==> config.mk <==
export PLATFORM = sky130hd
export DESIGN_NAME = iop_checker_top
export DESIGN_NICKNAME = d
export VERILOG_FILES = /design/src/rtl/iop_pkg.sv /design/src/rtl/iop_rule.sv /design/src/rtl/iop_map_ram.sv /design/src/rtl/iop_checker_top.sv
export SDC_FILE = /design/constraint.sdc
export NUM_CORES = 2
export LEC_CHECK = 0
export CAP_MARGIN = 10
export CORE_ASPECT_RATIO = 1.25
export CORE_MARGIN = 2
export CORE_UTILIZATION = 45
export DETAILED_ROUTE_END_ITERATION = 10
export PLACE_DENSITY_LB_ADDON = 0.3
export SYNTH_ARGS = -nofsm -noshare
export SYNTH_HDL_FRONTEND = slang
export SYNTH_HIERARCHICAL = 1
export SYNTH_SLANG_ARGS = --single-unit
==> constraint.sdc <==
create_clock -name clk -period 3.9 [get_ports clk]
set_clock_uncertainty 0.1 [all_clocks]
set_input_delay 0.39 -clock clk [delete_from_list [all_inputs] [get_ports clk]]
set_output_delay 0.39 -clock clk [all_outputs]
set_load 0.02 [all_outputs]
==> src/rtl/iop_pkg.sv <==
package iop_pkg;
  typedef enum logic [2:0] {
    CLS_IN    = 3'd0,
    CLS_OUT   = 3'd1,
    CLS_INS   = 3'd2,
    CLS_OUTS  = 3'd3,
    CLS_CLRIF = 3'd4,
    CLS_SETIF = 3'd5
  } iop_class_e;

  localparam int PORT_W     = 16;
  localparam int BIT_SEL_W  = 3;
  localparam int IDX_W      = PORT_W - BIT_SEL_W;
  localparam int IOPL_LSB   = 12;

  function automatic logic is_xfer_class(input logic [2:0] c);
    return c <= 3'd3;
  endfunction

  function automatic logic is_flag_class(input logic [2:0] c);
    return (c == 3'd4) || (c == 3'd5);
  endfunction
endpackage

==> src/rtl/iop_rule.sv <==
module iop_rule
  import iop_pkg::*;
#(
  parameter int MAP_DEPTH = 256
) (
  input  logic [2:0]        cls,
  input  logic [PORT_W-1:0] port,
  input  logic [1:0]        cpl,
  input  logic [1:0]        iopl,
  input  logic [31:0]       limit,
  input  logic [15:0]       base,
  output logic              need_lookup,
  output logic              fast_allow
);
  logic [IDX_W-1:0] idx;
  logic [16:0]      byte_addr;
  logic             past_limit;
  logic             past_map;
  logic             priv_ok;

  always_comb begin
    idx        = port[PORT_W-1:BIT_SEL_W];
    byte_addr  = {1'b0, base} + {4'b0, idx};
    past_limit = {15'b0, byte_addr} > limit;
    past_map   = {19'b0, idx} >= 32'(MAP_DEPTH);
    priv_ok    = cpl <= iopl;
    fast_allow  = priv_ok && (is_xfer_class(cls) || is_flag_class(cls));
    need_lookup = !priv_ok && is_xfer_class(cls) && !past_limit && !past_map;
  end
endmodule

==> src/rtl/iop_map_ram.sv <==
module iop_map_ram #(
  parameter int DEPTH  = 256,
  parameter int RD_LAT = 2,
  localparam int AW    = $clog2(DEPTH)
) (
  input  logic          clk,
  input  logic          we,
  input  logic [AW-1:0] waddr,
  input  logic [7:0]    wdata,
  input  logic          re,
  input  logic [AW-1:0] raddr,
  output logic [7:0]    rdata
);
  logic [7:0] mem [DEPTH];
  logic [7:0] stage [RD_LAT];

  always_ff @(posedge clk) begin
    if (we) mem[waddr] <= wdata;
    if (re) stage[0] <= mem[raddr];
  end

  generate
    for (genvar j = 1; j < RD_LAT; j++) begin : g_pipe
      always_ff @(posedge clk) stage[j] <= stage[j-1];
    end
  endgenerate

  assign rdata = stage[RD_LAT-1];
endmodule

==> src/rtl/iop_checker_top.sv <==
module iop_checker_top
  import iop_pkg::*;
#(
  parameter int MAP_DEPTH = 256,
  parameter int RD_LAT    = 2,
  localparam int AW       = $clog2(MAP_DEPTH)
) (
  input  logic          clk,
  input  logic          rst,
  input  logic          req_valid,
  output logic          req_ready,
  input  logic [2:0]    req_class,
  input  logic [15:0]   req_port,
  input  logic [1:0]    cur_cpl,
  input  logic [31:0]   flags,
  input  logic [31:0]   seg_limit,
  input  logic [15:0]   map_base,
  input  logic          map_wr_en,
  input  logic [AW-1:0] map_wr_addr,
  input  logic [7:0]    map_wr_data,
  output logic          rsp_valid,
  output logic          rsp_allow,
  output logic          rsp_fault
);
  localparam int CW = $clog2(RD_LAT + 1);

  logic                 need_lookup;
  logic                 fast_allow;
  logic                 accept;
  logic                 busy;
  logic [CW-1:0]        wait_cnt;
  logic [BIT_SEL_W-1:0] bit_sel;
  logic [7:0]           map_byte;
  logic [1:0]           iopl;

  assign iopl      = flags[IOPL_LSB+1:IOPL_LSB];
  assign req_ready = !busy;
  assign accept    = req_valid && req_ready;

  iop_rule #(.MAP_DEPTH(MAP_DEPTH)) u_rule (
    .cls         (req_class),
    .port        (req_port),
    .cpl         (cur_cpl),
    .iopl        (iopl),
    .limit       (seg_limit),
    .base        (map_base),
    .need_lookup (need_lookup),
    .fast_allow  (fast_allow)
  );

  iop_map_ram #(.DEPTH(MAP_DEPTH), .RD_LAT(RD_LAT)) u_ram (
    .clk   (clk),
    .we    (map_wr_en),
    .waddr (map_wr_addr),
    .wdata (map_wr_data),
    .re    (accept && need_lookup),
    .raddr (req_port[AW+BIT_SEL_W-1:BIT_SEL_W]),
    .rdata (map_byte)
  );

  always_ff @(posedge clk) begin
    if (rst) begin
      busy      <= 1'b0;
      wait_cnt  <= '0;
      bit_sel   <= '0;
      rsp_valid <= 1'b0;
      rsp_allow <= 1'b0;
      rsp_fault <= 1'b0;
    end else begin
      rsp_valid <= 1'b0;
      rsp_allow <= 1'b0;
      rsp_fault <= 1'b0;
      if (busy) begin
        if (wait_cnt == CW'(RD_LAT)) begin
          busy      <= 1'b0;
          rsp_valid <= 1'b1;
          rsp_allow <= map_byte[bit_sel];
          rsp_fault <= !map_byte[bit_sel];
        end else begin
          wait_cnt <= wait_cnt + CW'(1);
        end
      end else if (accept) begin
        if (need_lookup) begin
          busy     <= 1'b1;
          wait_cnt <= CW'(1);
          bit_sel  <= req_port[BIT_SEL_W-1:0];
        end else begin
          rsp_valid <= 1'b1;
          rsp_allow <= fast_allow;
          rsp_fault <= !fast_allow;
        end
      end
    end
  end
endmodule

Word level (Yosys, flattened, before mapping)
Memories as Yosys holds them, arrays and structs flattened. Cells that the tools add are included.

Flip-flop bits (word level): 9. Memory bits (writable): 2064. Input port bits: 121. Output and inout port bits: 4. Logic and storage cells: 64. Memories: 2.

Memory list: u_ram.mem (words 256, width 8, rd ports 1, clocked after Yosys merged registers in 0, wr ports 1, line iop_map_ram.sv:14) `logic [7:0] mem [DEPTH];`; u_ram.stage (words 2, width 8, rd ports 2, clocked after Yosys merged registers in 0, wr ports 2, line iop_map_ram.sv:15) `logic [7:0] stage [RD_LAT];`.

Add/sub/neg operators: 2. Order comparisons: 5. Equality and inequality tests: 4. Muxes and demuxes: 26. Bitwise gates (word level): 1. Reduce and logical (&&, ||, !) cells: 18.

Operators with widths (number): $gt 17x32->1 (1); $mux 1 (21); $add 16x13->17 (1); $ge 13x9->1 const B (1); $mux 2 (4); $eq 3x3->1 const B (2); $logic_and 1x1->1 (6); $logic_not 1->1 (6); $reduce_and 3->1 (2); $lt 3x4->1 const B (1); $reduce_bool 2->1 (2); $bmux 1 s3 (1); $le 3x2->1 const B (1); $add 2x1->2 const B (1); $eq 2x2->1 const B (1); $le 2x2->1 (1); $logic_or 1x1->1 (2); $ne 2x2->1 const B (1); $not 1->1 (1).

Logic depth before layout (Yosys ltp)
Depth in word-level cells: 8. Mapped depth: 18. Depth with buffers taken out: 17.

Modules after synthesis
Netlist, hierarchy kept.

By module, submodules not included: iop_map_ram (instances 1, cells each 3811, area an instance 80334.5 sq um, sequential area each 61899.4 sq um); iop_rule (instances 1, cells each 168, area an instance 1224.9 sq um, sequential area each 0.0 sq um); iop_checker_top (instances 1, cells each 46, area an instance 436.7 sq um, sequential area each 180.2 sq um).

Worst setup path before layout
OpenSTA, ideal clock, no wires.

Path kind: input-to-reg. From: input req_port[3]. To: register bit_sel[0]. Setup time: 128 ps. Arrival: 3861 ps. Data required time: 3672 ps. Setup slack: -189 ps. Stages: 18. Buffers on the path: 1. Cell sequence: ha_1 > inv_1 > fa_1 > nand3b_1 > a211oi_2 > nor2_1 > o31ai_1 > xor2_1 > ha_1 > and3_1 > nand4_1 > nor4_2 > nor3b_1 > a221oi_1 > and3b_1 > buf_2 > mux2i_1 > nor2_1.

Word-level cells in the longest chain between the ends: 6. Elaborated cells on any way between the ends: 8. Those cells by class: add/sub: 1; order compare: 2; reduce/logical: 5.

Ends and longest elaborated chain: start: declaration (line iop_checker_top.sv:13) `input logic [15:0] req_port,`; $add 16x13->17 (line iop_rule.sv:23) `byte_addr = {1'b0, base} + {4'b0, idx};`; $gt 17x32->1 (line iop_rule.sv:24) `past_limit = {15'b0, byte_addr} > limit;`; $logic_not 1->1 (line iop_rule.sv:28) `need_lookup = !priv_ok && is_xfer_class(cls) && !past_limit && !past_map;`; $logic_and 1x1->1 (line iop_rule.sv:28); $logic_and 1x1->1 * (line iop_rule.sv:28); named net need_lookup (line iop_checker_top.sv:27) `logic need_lookup;`; $reduce_and 3->1 (no line) *; end signal: assignment (line iop_checker_top.sv:86) `bit_sel <= req_port[BIT_SEL_W-1:0];`; end: declaration (line iop_checker_top.sv:32) `logic [BIT_SEL_W-1:0] bit_sel;`.

The timed path passes the listed nets; every way through them passes the cells marked *. A chain may end at the register's enable or synchronous reset.

Worst setup path in the final report
From: input map_base[3]. To: register bit_sel[0].

Word-level cells in the longest chain between the ends: 6.

Ends and longest elaborated chain: start: declaration (line iop_checker_top.sv:17) `input logic [15:0] map_base,`; $add 16x13->17 (line iop_rule.sv:23); $gt 17x32->1 (line iop_rule.sv:24); $logic_not 1->1 (line iop_rule.sv:28); $logic_and 1x1->1 (2 in a row) (line iop_rule.sv:28); named net need_lookup (line iop_checker_top.sv:27); $reduce_and 3->1 (no line).

The timed path passes the listed nets, and every way through them passes these cells.

==> results.toml <==
[setup_path]
rr_startpoint = "u_ram/mem[119][5]"
rrSetupSlack_ns = 1.29
cp-start-kind = "input port"
endpoint_kind = "flop"
crit_type = "input port to flop"
r2r_cells = 7
crit_required_ns = 4.50
regToRegEndpoint = "u_ram/stage[0][5]"
cp_max_fo = 7
arrival_ns = 4.28

[synthesis]
syn-num-nets = 4180
synth_area_sq_um = 82000
syn_avg_cell_area_sq_um = 20.37
yosys_most_used_dff = "edfxtp_1"
synth_edf_count = 2056
yosysWarnings = 6
synth-seq-cells = 2073
postSynthCellCount = 4025
yosys.area.top_type = "edfxtp_1"
yosysTopAreaCellShare_pct = 75.30
ys_async_sr_fraction_pct = 0
synth-seq-area-share_pct = 75.71
ys_types = 75
synth_area_leaders = "edfxtp_1, mux4_2, mux2i_1, nor2_1, a22oi_1"

[drt]
first_pass_iters = 6
dr.first_iter.drc_count = 4273
routed-wl-met2_mm = 103.0
wl_per_cell_microns = 28.20
wirelength_mm = 200.6
drc = 0
dr_wl_met3_mm = 12.83
vias = 41860
routed.top_layer = "met5"
antenna_left = 0
wl_met1_mm = 78.26
vias_per_cell = 5.885

[floorplanning]
start_util_pct = 45.17
die_w_microns = 385.8
core_sq_um = 181500
die_area_sq_um = 185700
num_rows = 175
io_pins = 125
fp.dieH_microns = 481.3

[global_routing]
grt_pass1_wl_mm = 292.9
grt_pass1_vias = 42090
track_usage_pct = 21.69
antenna_found_initial = 6
grt_max_degree = 143
grt-ovfl-total = 0

[sta]
worst_slew_pin_slew_ns = 1.247
clock.fmax_mhz = 271.8
hold_violations = 0
rsz0062_at_grt = "no"
drv_slew = 0
maxSlewHeadroom_pct = 16.89
fin_crit_ns = 3.679
hold_ws_ns = 0.08084
finalCritPeriodShare_pct = 94.33
setup_viol = 0

[pwr]
cellLeakagePower_nw = 30.48
swShare_pct = 21.25
ir_worst_vdd_mv = 0.3913
seqPwrFrac_pct = 54.4
power.total_w = 0.04509
p_per_area_nw_per_um2 = 476.8
switchingPower_w = 0.009579
internal-power_w = 0.03551
pwr-share-clk_pct = 39.7
p_comb_share_pct = 5.9

[place]
place.port_buffers = 93
dp.cells = 6761
dpl-instance-area_sq_um = 88450
gp_congestion = 0.8754
dp_hpwl_mm = 126.5

[clock_network]
cts-buffers-inserted = 190
cts_buffer_depth = 3
cts_sinks = 2073
worst_skew_pair.late_latency_ns = 0.83
cts_root_buf = "clkbuf_16"
htreeDepth = 4
clk_pin_slew_ns = 0.06
cts_tree = "done"

[hold_path]
min_delay_path_depth = 1
min_to = "u_ram/mem[218][4]"
min-delay-start = "map_wr_data[4]"
hold_class = "input port to flop"

[outcome]
status = "finished, final reports clean"

[final_layout]
layout-drive-gt1-share_pct = 27.63
final_nets = 4726
instances_no_fill = 7113
area_growth_pct = 15.32
final_area_sq_um = 94560

[job]
maxCapViolCount = 0
[cell type report]
| class | instances | area, sq um |
|---|---|---|
| Clock buffer | 239 | 5147 |
| Tap cell | 2389 | 2989 |
| Sequential cell | 2073 | 62080 |
| Timing Repair Buffer | 600 | 5170 |
| Clock inverter | 102 | 779.5 |
| Antenna cell | 4 | 10.01 |
| Inverter | 34 | 127.6 |
| Fill cell | 14100 | 86960 |
| Multi-Input combinational cell | 1672 | 18250 |
[stage by stage]
step | util [%] | TNS (ns) | setup WS (ns)
floorplan | - | 0 | 0.06317
global placement | 48.73 | -17.46 | -1.049
detailed placement | 48.73 | -16.87 | -0.9902
CTS | 52.02 | 0 | 0.0005995
global route | 52.09 | 0 | 0.01570
finish | 52.09 | 0 | 0.2211
[Yosys cell counts (29+ instances only)]
cell type,n
a21oi_1,93
a22oi_1,93
buf_2,40
buf_6,29
clkbuf_1,112
edfxtp_1,2056
ha_1,33
inv_1,33
mux2i_1,167
mux4_2,445
nand2_1,95
nand3_1,49
nor2_1,294
nor2b_1,34
o221ai_1,36
o22ai_1,32
[layer usage]
layer	GRT usage, %	up-vias
met5	0	-
met4	7.107	6
met3	3.588	328
met2	37.19	1569
met1	28.18	22210
li1	-	17750
[flip-flops by register name, summed over array words and instances, names as in the netlist]
signal	cells
rsp_fault	1
busy	1
rsp_valid	1
wait_cnt	2
u_ram/mem	2048
u_ram/stage	16
bit_sel	3
rsp_allow	1
[worst max-delay path: stages]
cell	delay [ns]
clkdlybuf4s50_1	0.41
ha_2	0.38
o21ai_1	0.10
o21ai_1	0.20
nand4bb_1	0.25
a311oi_2	0.29
xor2_1	0.20
ha_1	0.26
and3_4	0.19
a311oi_4	0.34
o211ai_1	0.16
a221oi_2	0.26
buf_4	0.16
and3b_2	0.28
buf_12	0.15
mux2i_1	0.18
nor2_1	0.06
[kinds of logic (layout without fill, tap and decap cells)]
group	count (synthesis)	after routing	synth area share [%]
flip-flops	2073	2073	75.71
multiplexers	629	629	14.53
AND/OR/NAND/NOR	587	587	3.317
AO/OA/AOI/OAI	408	408	3.583
buffers and inverters	280	975	2.181
adder cells (fa/ha/maj)	34	34	0.5280
XOR/XNOR	14	14	0.1495
other	0	4	0
[cells in the final DEF, fill, tap and decap left out, drive strengths merged, types with 26 or more instances in the layout]
master         Yosys  layout
o22ai             32      32
nor2b             34      34
nand3             49      49
mux2i            167     167
ha                33      33
nand2             95      95
inv               34      45
buf              133     513
clkbuf           113     246
a22oi             93      93
clkinv             0      77
a21oi             94      94
clkdlybuf4s50      0      76
edfxtp          2056    2056
o221ai            38      38
nor2             294     294
mux4             447     447
nor4              26      26
[how the worst max path moves through the flow]
stage / start / endpoint / slack, ns
after floorplan: req_port[3] / bit_sel[0] / 0.06
after global placement: map_base[0] / bit_sel[0] / -1.05
after detailed placement: map_base[0] / bit_sel[2] / -0.99
after CTS: map_base[0] / bit_sel[0] / 0.0006
after global routing: map_base[3] / bit_sel[0] / 0.02
final: map_base[3] / bit_sel[0] / 0.22
[what timing repair did]
action,4_1_cts,5_1_grt
endpoints found under the hold margin,4,0
cloned,0,1
pin swaps,5,21
setup endpoints to repair,13,16
buffers inserted,2,3
gates resized for setup,4,22
hold buffers,1,0
[power groups by stage]
stage,Sequential [W],Combinational (W),Clock (W)
2_1_floorplan,0.0250,0.00140,0
3_3_place_gp,0.0250,0.00262,0
3_5_place_dp,0.0250,0.00264,0
4_1_cts,0.0245,0.00266,0.0182
5_1_grt,0.0245,0.00282,0.0191
6_report,0.0245,0.00265,0.0179
Power figures use the tool's default switching activity.
